### src/rtl/prio_arb.sv
module prio_arb #(
  parameter int N            = 32,
  parameter int LVL_W        = 3,
  parameter int IDX_W        = $clog2(N),
  parameter bit SLOT0_ALWAYS = 1'b1
) (
  input  logic             clk,
  input  logic             rst_n,
  input  logic [N-1:0]     req,
  input  logic             done,
  input  logic             cfg_we,
  input  logic [IDX_W-1:0] cfg_idx,
  input  logic [7:0]       cfg_wdata,
  output logic [7:0]       cfg_rdata,
  output logic [N-1:0]     gnt,
  output logic [IDX_W-1:0] gnt_idx,
  output logic             gnt_vld
);
  localparam int HOLD_BIT = 7;
  localparam int RSV_W    = HOLD_BIT - LVL_W;

  logic [LVL_W-1:0] lvl_q [N];
  logic [N-1:0]     hold_q;
  logic [N-1:0]     act;
  logic             best_vld;
  logic [IDX_W-1:0] best_idx;
  logic [LVL_W-1:0] best_lvl;
  logic             keep;
  logic             unused_rsv;

  generate
    if (SLOT0_ALWAYS) begin : g_slot0_on
      assign act = {req[N-1:1], 1'b1};
      logic unused_req0;
      assign unused_req0 = req[0];
    end else begin : g_slot0_req
      assign act = req;
    end
  endgenerate

  assign unused_rsv = ^cfg_wdata[HOLD_BIT-1:LVL_W];

  always_ff @(posedge clk or negedge rst_n) begin
    if (!rst_n) begin
      hold_q <= '0;
      for (int i = 0; i < N; i++) lvl_q[i] <= '0;
    end else if (cfg_we) begin
      hold_q[cfg_idx] <= cfg_wdata[HOLD_BIT];
      lvl_q[cfg_idx]  <= cfg_wdata[LVL_W-1:0];
    end
  end

  assign cfg_rdata = {hold_q[cfg_idx], {RSV_W{1'b0}}, lvl_q[cfg_idx]};

  always_comb begin
    best_vld = 1'b0;
    best_idx = '0;
    best_lvl = '0;
    for (int i = 0; i < N; i++) begin
      if (act[i] && (!best_vld || lvl_q[i] >= best_lvl)) begin
        best_vld = 1'b1;
        best_idx = IDX_W'(i);
        best_lvl = lvl_q[i];
      end
    end
  end

  assign keep = gnt_vld && hold_q[gnt_idx] && act[gnt_idx] && !done;

  always_ff @(posedge clk or negedge rst_n) begin
    if (!rst_n) begin
      gnt_vld <= 1'b0;
      gnt_idx <= '0;
    end else if (!keep) begin
      gnt_vld <= best_vld;
      gnt_idx <= best_idx;
    end
  end

  assign gnt = gnt_vld ? ({{(N-1){1'b0}}, 1'b1} << gnt_idx) : '0;

endmodule

### config.mk
export PLATFORM = sky130hd
export DESIGN_NAME = prio_arb
export DESIGN_NICKNAME = d
export VERILOG_FILES = /design/src/rtl/prio_arb.sv
export SDC_FILE = /design/constraint.sdc
export NUM_CORES = 1
export LEC_CHECK = 0
export BUFFER_PORTS_ARGS = -buffer_cell sky130_fd_sc_hd__buf_4
export CELL_PAD_IN_SITES_DETAIL_PLACEMENT = 0
export CELL_PAD_IN_SITES_GLOBAL_PLACEMENT = 1
export CORE_AREA = 2 2 160 162
export CTS_CLUSTER_DIAMETER = 200
export DETAILED_ROUTE_END_ITERATION = 16
export DIE_AREA = 0 0 162 164
export GPL_TIMING_DRIVEN = 1
export HOLD_SLACK_MARGIN = 0.12
export PLACE_DENSITY_LB_ADDON = 0.1
export SYNTH_ARGS = -nofsm -noshare
export SYNTH_HDL_FRONTEND = slang
export SYNTH_SLANG_ARGS = --single-unit
### constraint.sdc
create_clock -name clk -period 48.4 [get_ports clk]
set_input_delay 2.42 -clock clk [delete_from_list [all_inputs] [get_ports clk]]
set_output_delay 2.42 -clock clk [all_outputs]
set_load 0.05 [all_outputs]
==> reports/qor.csv <==
metric,value,unit
clock_path_buffers,2,
post-route-period-util,91.1,%
finClkSkew,0.00864,ns
utilization,52.2,%
synthArstFlopShare,100,%
cts.sinks,134,
syn_to_final_growth,12.5,%
diodes,0,
crit_path_start_kind,input port,
fmax,0.0227,GHz
netlist_area,0.0115,mm²
drtPass1Iterations,5,
setup_viol,0,
grt_pass1_wl,55.2,mm
slew_headroom,31.5,%
track_usage,26.8,%
layout-drive-gt1-share,25.3,%
overflow,0,
fp-row-count,58,
final_antenna_net_count,0,
crit_required,48.71,ns
drc,0,
hold_viol_final,0,
ctsHoldBuffers,0,
synth_enable_flop_cells,0,
outcome,completed,
place_congestion,0.884,
seq_area_frac_synth,29.1,%
die_w,162,µm
synth_flop_cell,dfrtp_1,
drt-vias-per-instance,6.08,
wl_per_cell,20.7,µm
drv_slew,0,
hold_path_class,reg -> reg,
worstPathMaxFanout,13,
initial_utilization,46.4,%
hpwl,26.2,mm
clk_latency,0.43,ns
wl,34.9,mm
setup_ws,4.31,ns
worst_pin_slew,1.03,ns
cts_setup_buffers,0,
critPathCaptureType,flip-flop,
worstHoldPathCells,1,
crit_cells,205,
period_minus_slack,44.09,ns
fin_nets,1436,
crit_top_cell,ha_1,
via_count,10270,
rsz0062_at_grt,no,
path_delay_family,compound AO/OA/AOI/OAI gates,
htree_levels,4,
avgSynthCellArea,8.96,µm²
peakVddDrop,39.9,µV
post_cts_resized,0,
powerDensity,64.2,mW/mm²
grt_pass1_vias,9854,
grt_max_degree,79,
yosysWarningCount,0,
tritoncts,yes,
core_area,0.0248,mm²
maxCapViolCount,0,
cts_buffers,17,
synth_cell_type_count,120,
die_h,164,µm
multi_input_area,0.00764,mm²
fillers,2401,
tns,0,ns
ff_latch_area,0.00335,mm²
p_leak,5.51,nW
die-area,0.0266,mm²
root_buffer,clkbuf_16,
path_buf_inv,7,
crit_slowest_cell,o31ai_4,
clkTransAtPathRegs,0.06,ns
synth-seq-cells,134,
max_stage_delay,0.46,ns
syn_inst,1286,
crit_arrival,44.40,ns
ff2ff_path_depth,207,
drt_iter0_markers,869,
boundaryPins,95,
pre_cts_ws,4.16,ns
antenna_found_initial,0,
portBuffers,85,
critPathKind,in -> reg,
[kinds of logic after synthesis]
group           after synthesis  share of synthesized area, %
simple gates                475                          20.5
compound gates              354                          22.6
mux                         144                          17.8
flops                       134                          29.1
buf+inv                     127                          4.68
fa+ha+maj                    50                          5.23
other cells                   2                        0.0652
[metal layers]
metal / routed length (µm) / GRT usage (%) / vias up / part of all wire [%]
li1: - / - / 4868 / -
met1: 16600 / 38.7 / 5016 / 47
met2: 15700 / 42.7 / 332 / 45
met3: 1870 / 3.28 / 54 / 5.4
met4: 745 / 6.92 / 0 / 2.1
met5: 0 / 0 / - / 0
[power by group]
part / switching [mW] / internal, mW
clock network: 0.0556 / 0.0772
registers: 0.0346 / 0.137
logic: 0.305 / 0.223
[path summary, 6_finish.rpt]
kind                           start         end  slack (ns)
hold reg to reg            hold_q[9]   hold_q[9]        0.53
setup / recovery              req[1]  gnt_idx[4]        4.31
max in group asynchronous      rst_n  gnt_idx[2]       45.00
hold / removal             hold_q[9]   hold_q[9]        0.53
min in group asynchronous      rst_n  hold_q[29]        1.94
setup reg to reg           lvl_q[92]  gnt_idx[4]        5.43
[placed cells by master, fill, tap and decap left out, types with 12 or more instances in the layout]
cell type / netlist / layout
o21ai_0: 103 / 103
nor2_1: 121 / 121
nand2_1: 149 / 149
buf_4: 5 / 87
nand3b_1: 14 / 14
a31oi_1: 16 / 16
and2_1: 19 / 19
nand3_1: 48 / 48
mux2_2: 100 / 100
ha_1: 41 / 41
a21oi_1: 45 / 45
mux4_2: 36 / 36
inv_1: 76 / 76
dfrtp_1: 134 / 134
o211ai_1: 17 / 17
nand2b_1: 35 / 35
o22ai_1: 13 / 13
clkbuf_16: 0 / 17
and3_1: 12 / 12
[state kept, by name (all words and copies together), names as in the netlist]
signal,count
gnt_idx,5
gnt_vld,1
hold_q,32
lvl_q,96
[synthesized netlist by cell type, drive strengths merged (5+ instances only)]
cell type  instances  area, µm²
nand2            150        566
dfrtp            134       3350
nor2             123        467
o21ai            108        559
mux2             104       1180
inv               77        289
a21oi             54        319
nand3             50        260
ha                41        513
mux4              37        837
clkbuf            35        145
nand2b            35        219
and2              22        143
o211ai            20        165
and3              19        135
a31oi             18        134
nand3b            14        105
o22ai             14        101
a211oi            13        145
buf               13       85.1
nor3              12       76.3
a21boi            11       86.3
a21o              11       85.1
a22oi             10       80.1
nor2b             10       70.1
o21a              10       75.1
o31ai             10       88.8
a221oi             9       78.8
maj3               9       90.1
o2111ai            8       70.1
or2                7       43.8
o21bai             6       48.8
or3b               6       52.6
o211a              5       50.1
or4                5       48.8
[layout make-up]
type / count / area share (%)
multi-input cells: 1028 / 59.0
repair buffers: 88 / 5.13
flip-flops and latches: 134 / 25.9
clock inverters: 15 / 1.32
clock buffers: 17 / 3.28
inverters: 77 / 2.23
well taps: 330 / 3.19
[metrics by stage]
stage / hold slack (ns) / power [mW] / instance area [µm²] / cells
after floorplan: 0.497 / 0.568 / 11500 / 1289
after global placement: 0.513 / 0.692 / 12400 / 1657
after detailed placement: 0.519 / 0.695 / 12400 / 1657
after CTS: 0.533 / 0.831 / 13000 / 1689
after global routing: 0.554 / 0.903 / 13000 / 1689
final: 0.530 / 0.831 / 13000 / 1689
Power figures use the tool's default switching activity.
